===== config.mk =====
export PLATFORM = sky130hd
export DESIGN_NAME = dual_chopper
export DESIGN_NICKNAME = d
export VERILOG_FILES = /design/src/rtl/chop_pkg.sv /design/src/rtl/chop_timer.sv /design/src/rtl/chop_channel.sv /design/src/rtl/chop_deadtime.sv /design/src/rtl/dual_chopper.sv
export SDC_FILE = /design/constraint.sdc
export NUM_CORES = 1
export LEC_CHECK = 0
export BUFFER_PORTS_ARGS = -buffer_cell sky130_fd_sc_hd__buf_2
export CAP_MARGIN = 25
export CORE_ASPECT_RATIO = 1.2
export CORE_MARGIN = 2
export CORE_UTILIZATION = 40
export CTS_CLUSTER_SIZE = 40
export DETAILED_ROUTE_END_ITERATION = 7
export PLACE_DENSITY = 0.67
export SYNTH_ARGS = -nofsm -noshare
export SYNTH_HDL_FRONTEND = slang
export SYNTH_SLANG_ARGS = --single-unit

===== constraint.sdc =====
create_clock -name clk -period 2.3 [get_ports clk]
set_input_delay 0.345 -clock clk [delete_from_list [all_inputs] [get_ports clk]]
set_output_delay 0.345 -clock clk [all_outputs]
set_load 0.05 [all_outputs]

===== src/rtl/chop_pkg.sv =====
package chop_pkg;

   typedef enum logic [1:0] {
      LEG_IDLE = 2'd0,
      LEG_HIGH = 2'd1,
      LEG_LOW  = 2'd2
   } leg_own_e;

   typedef struct packed {
      logic ah;
      logic al;
      logic bh;
      logic bl;
   } gate_req_t;

endpackage


===== src/rtl/chop_timer.sv =====
module chop_timer #(
   parameter int PERIOD = 32,
   parameter int N_CH   = 2
) (
   input  logic            clk,
   input  logic            rst_n,
   output logic [N_CH-1:0] start_o
);
   localparam int CW = (PERIOD > 2) ? $clog2(PERIOD) : 1;
   localparam logic [CW-1:0] LAST = CW'(PERIOD - 1);

   if (PERIOD < 2 * N_CH) begin : g_chk_period
      $error("chop_timer: PERIOD too short for channel offsets");
   end

   logic [CW-1:0] cnt_q;

   always_ff @(posedge clk or negedge rst_n) begin
      if (!rst_n)             cnt_q <= '0;
      else if (cnt_q == LAST) cnt_q <= '0;
      else                    cnt_q <= cnt_q + 1'b1;
   end

   for (genvar i = 0; i < N_CH; i++) begin : g_start
      localparam int OFFS = (i * PERIOD) / N_CH;
      assign start_o[i] = (cnt_q == CW'(OFFS));
   end

   AST_CNT_WRAP: assert property (@(posedge clk) disable iff (!rst_n)
      (cnt_q == LAST) |=> (cnt_q == '0));
   AST_START_SINGLE: assert property (@(posedge clk) disable iff (!rst_n)
      $onehot0(start_o));

endmodule


===== src/rtl/chop_channel.sv =====
module chop_channel
   import chop_pkg::*;
#(
   parameter int BLANK_CYC   = 8,
   parameter int SYNC_STAGES = 2
) (
   input  logic      clk,
   input  logic      rst_n,
   input  logic      start_i,
   input  logic      fault_i,
   input  logic      sleep_n_i,
   input  logic      en_n_i,
   input  logic      phase_i,
   input  logic      trip_i,
   output gate_req_t want_o
);
   localparam int BW = (BLANK_CYC > 0) ? $clog2(BLANK_CYC + 1) : 1;

   if (SYNC_STAGES < 2) begin : g_chk_sync
      $error("chop_channel: SYNC_STAGES must be at least 2");
   end

   logic [SYNC_STAGES-1:0] sync_q;
   logic                   trip_s;
   logic                   blank_done;
   logic                   src_q;

   always_ff @(posedge clk or negedge rst_n) begin
      if (!rst_n) sync_q <= '0;
      else        sync_q <= {sync_q[SYNC_STAGES-2:0], trip_i};
   end
   assign trip_s = sync_q[SYNC_STAGES-1];

   if (BLANK_CYC > 0) begin : g_blank
      logic [BW-1:0] blank_q;
      always_ff @(posedge clk or negedge rst_n) begin
         if (!rst_n)              blank_q <= '0;
         else if (start_i)        blank_q <= BW'(BLANK_CYC);
         else if (blank_q != '0)  blank_q <= blank_q - 1'b1;
      end
      assign blank_done = (blank_q == '0);
   end else begin : g_noblank
      assign blank_done = 1'b1;
   end

   always_ff @(posedge clk or negedge rst_n) begin
      if (!rst_n)                    src_q <= 1'b0;
      else if (fault_i)              src_q <= 1'b0;
      else if (start_i)              src_q <= 1'b1;
      else if (blank_done && trip_s) src_q <= 1'b0;
   end

   always_comb begin
      want_o = '0;
      if (sleep_n_i && !fault_i && !en_n_i) begin
         if (src_q) begin
            if (phase_i) begin
               want_o.ah = 1'b1;
               want_o.bl = 1'b1;
            end else begin
               want_o.bh = 1'b1;
               want_o.al = 1'b1;
            end
         end else begin
            want_o.al = 1'b1;
            want_o.bl = 1'b1;
         end
      end
   end

   AST_BLANK_HOLD: assert property (@(posedge clk) disable iff (!rst_n)
      (src_q && !blank_done && !fault_i) |=> src_q);
   AST_FAULT_CLEAR: assert property (@(posedge clk) disable iff (!rst_n)
      fault_i |=> !src_q);

endmodule


===== src/rtl/chop_deadtime.sv =====
module chop_deadtime
   import chop_pkg::*;
#(
   parameter int DEAD_CYC = 2
) (
   input  logic clk,
   input  logic rst_n,
   input  logic want_h_i,
   input  logic want_l_i,
   output logic gate_h_o,
   output logic gate_l_o
);
   localparam int DW = (DEAD_CYC > 0) ? $clog2(DEAD_CYC + 1) : 1;

   leg_own_e own_q, own_d;
   logic     gap_ok;

   if (DEAD_CYC > 0) begin : g_gap
      logic [DW-1:0] gap_q;
      always_ff @(posedge clk or negedge rst_n) begin
         if (!rst_n)                        gap_q <= '0;
         else if (own_q != LEG_IDLE)        gap_q <= '0;
         else if (gap_q != DW'(DEAD_CYC))   gap_q <= gap_q + 1'b1;
      end
      assign gap_ok = (gap_q == DW'(DEAD_CYC));
   end else begin : g_nogap
      assign gap_ok = 1'b1;
   end

   always_comb begin
      own_d = own_q;
      case (own_q)
         LEG_HIGH: if (!want_h_i) own_d = LEG_IDLE;
         LEG_LOW:  if (!want_l_i) own_d = LEG_IDLE;
         default: begin
            if (gap_ok && want_h_i)      own_d = LEG_HIGH;
            else if (gap_ok && want_l_i) own_d = LEG_LOW;
         end
      endcase
   end

   always_ff @(posedge clk or negedge rst_n) begin
      if (!rst_n) own_q <= LEG_IDLE;
      else        own_q <= own_d;
   end

   assign gate_h_o = (own_q == LEG_HIGH) && want_h_i;
   assign gate_l_o = (own_q == LEG_LOW)  && want_l_i;

   AST_LEG_EXCL: assert property (@(posedge clk) disable iff (!rst_n)
      !(gate_h_o && gate_l_o));
   AST_HIGH_GAP: assert property (@(posedge clk) disable iff (!rst_n)
      $rose(gate_h_o) |-> !$past(gate_l_o));
   AST_LOW_GAP: assert property (@(posedge clk) disable iff (!rst_n)
      $rose(gate_l_o) |-> !$past(gate_h_o));

endmodule


===== src/rtl/dual_chopper.sv =====
module dual_chopper
   import chop_pkg::*;
#(
   parameter int N_CH         = 2,
   parameter int OVERHEAD_CYC = 6,
   parameter int BLANK_CYC    = 8,
   parameter int RC_CYC       = 18,
   parameter int DEAD_CYC     = 2,
   parameter int SYNC_STAGES  = 2
) (
   input  logic            clk,
   input  logic            rst_n,
   input  logic            sleep_n,
   input  logic            fault,
   input  logic [N_CH-1:0] phase,
   input  logic [N_CH-1:0] en_n,
   input  logic [N_CH-1:0] trip,
   output logic [N_CH-1:0] gate_ah,
   output logic [N_CH-1:0] gate_al,
   output logic [N_CH-1:0] gate_bh,
   output logic [N_CH-1:0] gate_bl
);
   localparam int PERIOD = OVERHEAD_CYC + BLANK_CYC + RC_CYC;

   if (N_CH < 1) begin : g_chk_nch
      $error("dual_chopper: N_CH must be positive");
   end
   if (OVERHEAD_CYC < 1 || BLANK_CYC < 0 || RC_CYC < 0 || DEAD_CYC < 0) begin : g_chk_times
      $error("dual_chopper: invalid timing parameters");
   end

   logic [N_CH-1:0] start;

   chop_timer #(.PERIOD(PERIOD), .N_CH(N_CH)) timer_i (
      .clk     (clk),
      .rst_n   (rst_n),
      .start_o (start)
   );

   for (genvar c = 0; c < N_CH; c++) begin : g_ch
      gate_req_t want;

      chop_channel #(.BLANK_CYC(BLANK_CYC), .SYNC_STAGES(SYNC_STAGES)) chan_i (
         .clk       (clk),
         .rst_n     (rst_n),
         .start_i   (start[c]),
         .fault_i   (fault),
         .sleep_n_i (sleep_n),
         .en_n_i    (en_n[c]),
         .phase_i   (phase[c]),
         .trip_i    (trip[c]),
         .want_o    (want)
      );

      chop_deadtime #(.DEAD_CYC(DEAD_CYC)) leg_a_i (
         .clk      (clk),
         .rst_n    (rst_n),
         .want_h_i (want.ah),
         .want_l_i (want.al),
         .gate_h_o (gate_ah[c]),
         .gate_l_o (gate_al[c])
      );

      chop_deadtime #(.DEAD_CYC(DEAD_CYC)) leg_b_i (
         .clk      (clk),
         .rst_n    (rst_n),
         .want_h_i (want.bh),
         .want_l_i (want.bl),
         .gate_h_o (gate_bh[c]),
         .gate_l_o (gate_bl[c])
      );

      AST_EN_OFF: assert property (@(posedge clk) disable iff (!rst_n)
         en_n[c] |-> !(gate_ah[c] || gate_al[c] || gate_bh[c] || gate_bl[c]));
   end

   AST_SLEEP_OFF: assert property (@(posedge clk) disable iff (!rst_n)
      !sleep_n |-> ((gate_ah | gate_al | gate_bh | gate_bl) == '0));
   AST_FAULT_OFF: assert property (@(posedge clk) disable iff (!rst_n)
      fault |-> ((gate_ah | gate_al | gate_bh | gate_bl) == '0));

endmodule


==> flow_summary.json, run 1 <==
{
  "first_pass_iters": 4,
  "rrSetupSlack_ps": 690,
  "ir_drop_mv": 0.4549,
  "synth.area.top_cells": "dfrtp_1, ha_1, inv_1, xnor2_1, buf_4",
  "syn-num-nets": 222,
  "worstPathRequired_ps": 1960,
  "cts_sinks": 35,
  "drv_cap": 0,
  "ff2ff_path_depth": 6,
  "timing.fmax_mhz": 537.4,
  "multi_input_area_um2": 983.4,
  "dpl.hpwl_um": 2268,
  "yosys_warnings": 0,
  "nFillCells": 472,
  "final.setup.tns_ps": 0,
  "yosys-top-cells-count": "dfrtp_1, ha_1, inv_1",
  "wirelength_um": 3013,
  "end_kind": "output pin",
  "crit_family": "flip-flops",
  "rows": 28,
  "cts_root_buffer": "clkbuf_8",
  "worstSetupPathType": "reg -> out",
  "vias": 1301,
  "slew_violations": 0,
  "yosys.area.top_type": "dfrtp_1",
  "cts_tree": "yes",
  "syn_inst": 189,
  "synth_edf_count": 0,
  "leakage_nw": 1.091,
  "drc": 0,
  "synthMostInstantiatedCell": "dfrtp_1",
  "grt_max_degree": 36,
  "critPathMaxStageDelay_ps": 400,
  "diodes": 0,
  "synth-seq-area-share_pct": 43.83,
  "r2r_start": "g_ch[0].chan_i.g_blank.blank_q[0]",
  "routed_via_density": 4.873,
  "synthDominantCellAreaShare_pct": 43.83,
  "grt.overflow.total": 0,
  "die_h_um": 81.43,
  "design.core.area_um2": 4870,
  "stdcell_count": 267,
  "clk_latency_ps": 280,
  "clockBufferDepth": 2,
  "post-cts-setup-buffers": 0,
  "grt.total_usage_pct": 12.71,
  "fp.dieW_um": 68.52,
  "finClkSkew_ps": 3.609,
  "io_buffers": 17,
  "synth_area_um2": 1998,
  "run_status": "complete, no violations",
  "syn2layout_area_growth_pct": 10.14,
  "crit_chain": "inv_1 -> ha_1 -> nand4bb_1 -> nor2_1 -> buf_2",
  "clk_pin_slew_ps": 70,
  "routedWlPerCell_um": 11.28,
  "critPathMaxFanout": 3,
  "dieArea_um2": 5579,
  "period_share_pct": 80.90,
  "ant_nets": 0,
  "syn_area_per_cell_um2": 10.57,
  "cts_resized": 0,
  "slew_headroom_pct": 49.34,
  "crit_path_top_delay_cell": "dfrtp_1",
  "grt_pass1_wl_um": 5271,
  "ys_seq_elements": 35,
  "htree_levels": 2,
  "async_reset_ff_share_pct": 100.0,
  "reg2reg_to": "g_ch[0].chan_i.src_q",
  "critPathLaunchType": "flip-flop",
  "regArea_um2": 875.8,
  "antenna_found_initial": 0,
  "finalWeightedCongestion": 0.8159,
  "pin_count": 18,
  "drive_gt1_share_pct": 17.39,
  "p_per_area_nw_per_um2": 817.8,
  "numCtsBuffers": 5,
  "synth-main-ff-cell": "dfrtp_1",
  "ys_types": 35,
  "grt_pass1_vias": 1301,
  "setup_viol": 0,
  "final_net_count": 240,
  "critPathBufInv": 2,
  "cts_hold_buf": 0,
  "arrival_ps": 1520,
  "initial_core_util_pct": 41.03,
  "dpl.cell_count": 260,
  "rsz0062_at_grt": "no",
  "drt-initial-drc-count": 33,
  "finalHoldViolCount": 0,
  "holdCritPathClass": "in -> async",
  "worst_pin_slew_ps": 759.8,
  "post-route-min-period_ps": 1861
}
[per-layer routing]
| layer | wire [µm] | track usage [%] | vias up |
|---|---|---|---|
| li1 | - | - | 665 |
| met3 | 113 | 4.247 | 6 |
| met5 | 0 | 0 | - |
| met2 | 1494 | 21.73 | 21 |
| met4 | 56 | 5.800 | 0 |
| met1 | 1348 | 14.02 | 609 |
[state kept, by name, indices dropped and copies added (netlist names)]
| name | count |
|---|---|
| g_ch.chan_i.g_blank.blank_q | 8 |
| g_ch.chan_i.src_q | 2 |
| g_ch.chan_i.sync_q | 4 |
| g_ch.leg_a_i.g_gap.gap_q | 4 |
| g_ch.leg_a_i.own_q | 4 |
| g_ch.leg_b_i.g_gap.gap_q | 4 |
| g_ch.leg_b_i.own_q | 4 |
| timer_i.cnt_q | 5 |
[kinds of logic (layout without fill, tap and decap cells)]
family,count (synthesis),after routing,synth area share [%]
multiplexers,5,5,3.006
adder cells (fa/ha/maj),23,23,14.40
XOR/XNOR,10,10,4.384
AO/OA/AOI/OAI,22,22,7.013
buffers and inverters,29,47,6.951
AND/OR/NAND/NOR,65,65,20.41
flip-flops,35,35,43.83
[stage by stage]
step / hold WS [ps] / worst slack, ps / util [%] / area (µm²) / total power [mW]
6_report: 127.6 / 439.3 / 45.20 / 2201 / 1.800
3_5_place_dp: 334.7 / 545.5 / 43.40 / 2113 / 1.378
2_1_floorplan: 49.41 / 846.9 / - / 1998 / 1.249
5_1_grt: 146.9 / 334.8 / 45.20 / 2201 / 1.959
3_3_place_gp: 332.4 / 553.2 / 43.40 / 2113 / 1.365
4_1_cts: 150.7 / 423.2 / 45.20 / 2201 / 1.838
[where the power goes]
part           internal, mW  switching [mW]  total (mW)
logic                 0.289           0.284       0.574
registers             0.721          0.0647       0.786
clock network         0.235           0.206       0.440
total                  1.24           0.555        1.80
[cell usage in the layout (no fill, tap or decap), drive strengths merged, types with 3 or more instances in the layout]
cell / count
dfrtp: 35
ha: 23
inv: 21
buf: 19
nor2: 15
xnor2: 9
a21oi: 9
nand2: 8
and2: 8
clkbuf: 6
and3: 5
nor3: 5
o21ai: 4
o32a: 4
nor3b: 4
nand2b: 3
nand4: 3
nor2b: 3
mux2i: 3
[how the worst max path moves through the flow]
stage	start	end	cells after the start
after CTS	g_ch[1].leg_b_i.own_q[1]	gate_bh[1]	5
after detailed placement	fault	gate_ah[0]	4
final	g_ch[1].leg_b_i.own_q[1]	gate_bh[1]	5
after global routing	g_ch[1].leg_b_i.own_q[1]	gate_bh[1]	5
after floorplan	g_ch[1].leg_a_i.own_q[0]	g_ch[1].leg_a_i.own_q[0]	5
after global placement	fault	gate_ah[0]	4
[final cells by class]
| type | count | area share (%) |
|---|---|---|
| well taps | 60 | 3.411 |
| clock buffers | 6 | 3.752 |
| repair buffers | 19 | 4.548 |
| clock inverters | 1 | 0.2274 |
| multi-input cells | 125 | 44.68 |
| flip-flops and latches | 35 | 39.80 |
| inverters | 21 | 3.582 |
[worst reg2reg max path: stages (launching register included)]
cell and delay, ps:
dfrtp_1 370, inv_1 120, ha_1 180, nor3b_1 510
nand2_1 110, a21oi_1 170, nor2_1 50
No activity file was read; power rests on OpenSTA's default activity.
==> run 2: changes to the inputs <==
- clock period: 2.3 -> 1.83 ns (I/O delays scaled with it)
==> flow_summary.json, run 2 (synthesis gave the netlist of run 1 again) <==
{
  "grt_pass1_wl_um": 5306,
  "critPathMaxFanout": 5,
  "rows": 28,
  "layout_setup_ws_ps": 90.84,
  "grt_max_degree": 36,
  "regMostFlops": "g_ch.chan_i.g_blank.blank_q",
  "largest_reg_flops": 8,
  "grt.total_usage_pct": 12.91,
  "routedWlPerCell_um": 11.59,
  "rrSetupSlack_ps": 280,
  "period_share_pct": 95.04,
  "diodes": 0,
  "first_pass_iters": 4,
  "p_per_area_nw_per_um2": 1007,
  "design.core.area_um2": 4870,
  "run_status": "complete, no violations",
  "antenna_found_initial": 0,
  "drt-initial-drc-count": 34,
  "syn2layout_area_growth_pct": 11.21,
  "post-route-min-period_ps": 1739,
  "fp.dieW_um": 68.52,
  "wirelength_um": 3141,
  "pin_count": 18,
  "leakage_nw": 1.100,
  "htree_levels": 2,
  "grt_pass1_vias": 1269,
  "die_h_um": 81.43,
  "clk_latency_ps": 280,
  "holdCritPathClass": "in -> async",
  "cts_hold_buf": 0,
  "worstPathRequired_ps": 1560,
  "io_buffers": 17,
  "ant_nets": 0,
  "slew_violations": 0,
  "final.setup.tns_ps": 0,
  "post-cts-setup-buffers": 0,
  "design_area_um2": 2222,
  "final_net_count": 243,
  "grt.overflow.total": 0,
  "fin_hold_ws_ps": 18.57,
  "final_cell_mix": "dfrtp_1, ha_1, inv_1, buf_2, nor2_1",
  "dpl.hpwl_um": 2367,
  "cts_root_buffer": "clkbuf_8",
  "finalWeightedCongestion": 0.8594,
  "setup_viol": 0,
  "utilization_pct": 45.63,
  "ir_drop_mv": 0.4153,
  "cts_tree": "yes",
  "arrival_ps": 1460,
  "clockBufferDepth": 2,
  "power_mw": 2.237,
  "final_common_cell": "dfrtp_1",
  "ff2ff_path_depth": 5,
  "initial_core_util_pct": 41.03,
  "dpl.cell_count": 263,
  "top_regs": "g_ch.chan_i.g_blank.blank_q x8, timer_i.cnt_q x5",
  "drc": 0,
  "vias": 1289,
  "routed_via_density": 4.756,
  "finClkSkew_ps": 5.255,
  "cts_sinks": 35,
  "stdcell_count": 271,
  "multi_input_area_um2": 985.9,
  "drive_gt1_share_pct": 18.48,
  "drv_cap": 0,
  "cts_resized": 0,
  "critPathLaunchType": "flip-flop",
  "slew_headroom_pct": 70.49,
  "placed_area_um2": 2136,
  "clk_pin_slew_ps": 70,
  "worst_pin_slew_ps": 442.6,
  "end_kind": "output pin",
  "dp_slack_ps": 206.5,
  "dieArea_um2": 5579,
  "r2r_start": "g_ch[1].leg_a_i.own_q[0]",
  "timing.fmax_mhz": 575.0,
  "regArea_um2": 875.8,
  "worstSetupPathType": "reg -> out",
  "finalHoldViolCount": 0,
  "reg2reg_to": "g_ch[1].leg_a_i.own_q[0]",
  "numCtsBuffers": 5,
  "nFillCells": 462
}
-- run 2: worst max path at each step --
stage | cells past startpoint | slack, ps | end | start
3_5_place_dp | 4 | 210 | gate_ah[0] | fault
3_3_place_gp | 4 | 230 | gate_ah[0] | fault
4_1_cts | 5 | 10 | gate_bh[1] | g_ch[1].leg_b_i.own_q[1]
2_1_floorplan | 5 | 380 | g_ch[1].leg_a_i.own_q[0] | g_ch[1].leg_a_i.own_q[0]
5_1_grt | 5 | -3 | gate_bh[1] | g_ch[1].leg_b_i.own_q[1]
6_report | 3 | 90 | gate_bl[0] | g_ch[0].chan_i.src_q
-- run 2: per-layer routing --
metal	track usage, %	routed length [µm]	vias to the layer above
met2	20.48	1492	17
met1	15.85	1483	598
met3	3.014	95	7
met5	0	0	-
met4	7.400	70	0
li1	-	-	667
-- run 2: area by class of cell --
type / instances / area share [%]
Inverter: 21 / 3.547
Timing Repair Buffer: 22 / 5.631
Tap cell: 60 / 3.378
Sequential cell: 35 / 39.41
Clock buffer: 7 / 3.435
Multi-Input combinational cell: 125 / 44.37
Clock inverter: 1 / 0.2252
-- run 2: power by group --
group,switching [mW],internal [mW]
sequential,0.0801,0.906
combinational,0.362,0.363
clock,0.259,0.267
-- run 2: critical path: stages (launching register included) --
cell and delay (ps):
dfrtp_1 440, and2b_1 220, and3b_2 260, buf_2 260
==> run 3: changes to the inputs <==
--- a/constraint.sdc
+++ b/constraint.sdc
@@ -3,2 +3,2 @@
 set_output_delay 0.2745 -clock clk [all_outputs]
-set_load 0.05 [all_outputs]
+set_load 0.01 [all_outputs]
==> flow_summary.json, run 3 (synthesis gave the netlist of run 1 again) <==
{
  "clk_pin_slew_ps": 70,
  "cts_tree": "yes",
  "critPathMaxStageDelay_ps": 400,
  "slew_headroom_pct": 70.58,
  "min_path_cells": 1,
  "final.setup.tns_ps": 0,
  "grt_pass1_wl_um": 5727,
  "numCtsBuffers": 5,
  "pin_count": 18,
  "cts_root_buffer": "clkbuf_8",
  "final_net_count": 244,
  "rsz0062_at_grt": "no",
  "ir_drop_mv": 0.5524,
  "first_pass_iters": 4,
  "critPathLaunchType": "flip-flop",
  "grt.total_usage_pct": 13.69,
  "top_regs": "g_ch.chan_i.g_blank.blank_q x8, timer_i.cnt_q x5",
  "worst_pin_slew_ps": 441.3,
  "post-cts-setup-buffers": 0,
  "dpl.hpwl_um": 2436,
  "routedWlPerCell_um": 11.84,
  "worstPathRequired_ps": 1560,
  "r2r_start": "g_ch[1].leg_a_i.own_q[0]",
  "placed_area_um2": 2148,
  "setup_viol": 0,
  "finalHoldViolCount": 0,
  "rows": 28,
  "ff2ff_path_depth": 5,
  "min_to": "g_ch[1].chan_i.sync_q[0]",
  "final_cell_mix": "dfrtp_1, ha_1, inv_1, buf_2, nor2_1",
  "clockBufferDepth": 2,
  "diodes": 0,
  "post-route-min-period_ps": 1676,
  "design_area_um2": 2276,
  "cts_sinks": 35,
  "critPathMaxFanout": 3,
  "clk_latency_ps": 290,
  "period_share_pct": 91.61,
  "grt.overflow.total": 0,
  "grt_pass1_vias": 1358,
  "slew_violations": 0,
  "p_per_area_nw_per_um2": 1056,
  "cts_hold_buf": 1,
  "cts_resized": 0,
  "critPathBufInv": 2,
  "wirelength_um": 3221,
  "design.core.area_um2": 4870,
  "dieArea_um2": 5579,
  "timing.fmax_mhz": 596.5,
  "worstSetupPathType": "reg -> out",
  "grt_max_degree": 19,
  "ant_nets": 0,
  "routed_via_density": 4.849,
  "reg2reg_to": "g_ch[1].leg_a_i.own_q[0]",
  "syn2layout_area_growth_pct": 13.90,
  "drv_cap": 0,
  "drc": 0,
  "holdCritPathClass": "in -> reg",
  "leakage_nw": 1.129,
  "regMostFlops": "g_ch.chan_i.g_blank.blank_q",
  "largest_reg_flops": 8,
  "io_buffers": 17,
  "antenna_found_initial": 0,
  "htree_levels": 2,
  "arrival_ps": 1400,
  "die_h_um": 81.43,
  "finClkSkew_ps": 8.658,
  "crit_path_top_delay_cell": "dfrtp_1",
  "final_common_cell": "dfrtp_1",
  "hp-start": "trip[1]",
  "crit_family": "flip-flops",
  "initial_core_util_pct": 41.03,
  "finalWeightedCongestion": 0.7423,
  "nFillCells": 460,
  "run_status": "complete, no violations",
  "vias": 1319,
  "crit_chain": "inv_1 -> ha_1 -> nand4bb_1 -> nor2_1 -> buf_2",
  "end_kind": "output pin",
  "drive_gt1_share_pct": 18.87,
  "drt-initial-drc-count": 33,
  "fp.dieW_um": 68.52,
  "rrSetupSlack_ps": 280
}
## run 3: layout make-up
| type | count | area [µm²] | share of cell area, % |
|---|---|---|---|
| repair buffers | 23 | 145.1 | 6.377 |
| multi-input cells | 125 | 983.4 | 43.21 |
| flip-flops and latches | 35 | 875.8 | 38.48 |
| inverters | 21 | 78.83 | 3.463 |
| clock inverters | 2 | 35.03 | 1.539 |
| well taps | 60 | 75.07 | 3.299 |
| clock buffers | 6 | 82.58 | 3.628 |
## run 3: stage by stage
stage	utilization [%]	hold WS, ps	total power, mW	setup WS, ps	instances
CTS	46.74	77.06	2.456	148.8	272
global placement	44.12	244.5	1.694	306.8	263
finish	46.74	86.54	2.403	153.5	272
floorplan	-	-21.09	1.550	376.9	189
detailed placement	44.12	244.4	1.719	254.3	263
global route	46.74	72.21	2.607	90.89	272
## run 3: worst max path at each step
| stage | start | to | slack, ps | cells past startpoint |
|---|---|---|---|---|
| finish | g_ch[1].leg_b_i.own_q[1] | gate_bh[1] | 150 | 5 |
| global route | g_ch[1].leg_b_i.own_q[1] | gate_bh[1] | 90 | 5 |
| CTS | g_ch[1].leg_b_i.own_q[1] | gate_bh[1] | 150 | 5 |
| detailed placement | fault | g_ch[0].leg_a_i.own_q[0] | 250 | 5 |
| global placement | fault | g_ch[0].leg_a_i.own_q[0] | 310 | 5 |
| floorplan | g_ch[1].leg_a_i.own_q[0] | g_ch[1].leg_a_i.own_q[0] | 380 | 5 |
## run 3: where the power goes
group | internal [mW] | switching, mW | total [mW] | leakage (nW)
combinational | 0.367 | 0.335 | 0.702 | 0.620
clock | 0.441 | 0.272 | 0.712 | 0.0612
sequential | 0.906 | 0.0827 | 0.989 | 0.448
## run 3: worst register-to-register path, stage by stage (launching register included)
cell     delay [ps]
dfrtp_1         380
inv_1            70
ha_1            330
a21o_1          160
and3_1          200
mux2_4          300
## run 3: per-layer routing
metal | track usage, % | wire (µm) | vias to the layer above
met3 | 3.836 | 130 | 5
met2 | 22.98 | 1543 | 19
met1 | 16.08 | 1482 | 624
met4 | 6.000 | 64 | 0
met5 | 0 | 0 | -
li1 | - | - | 671
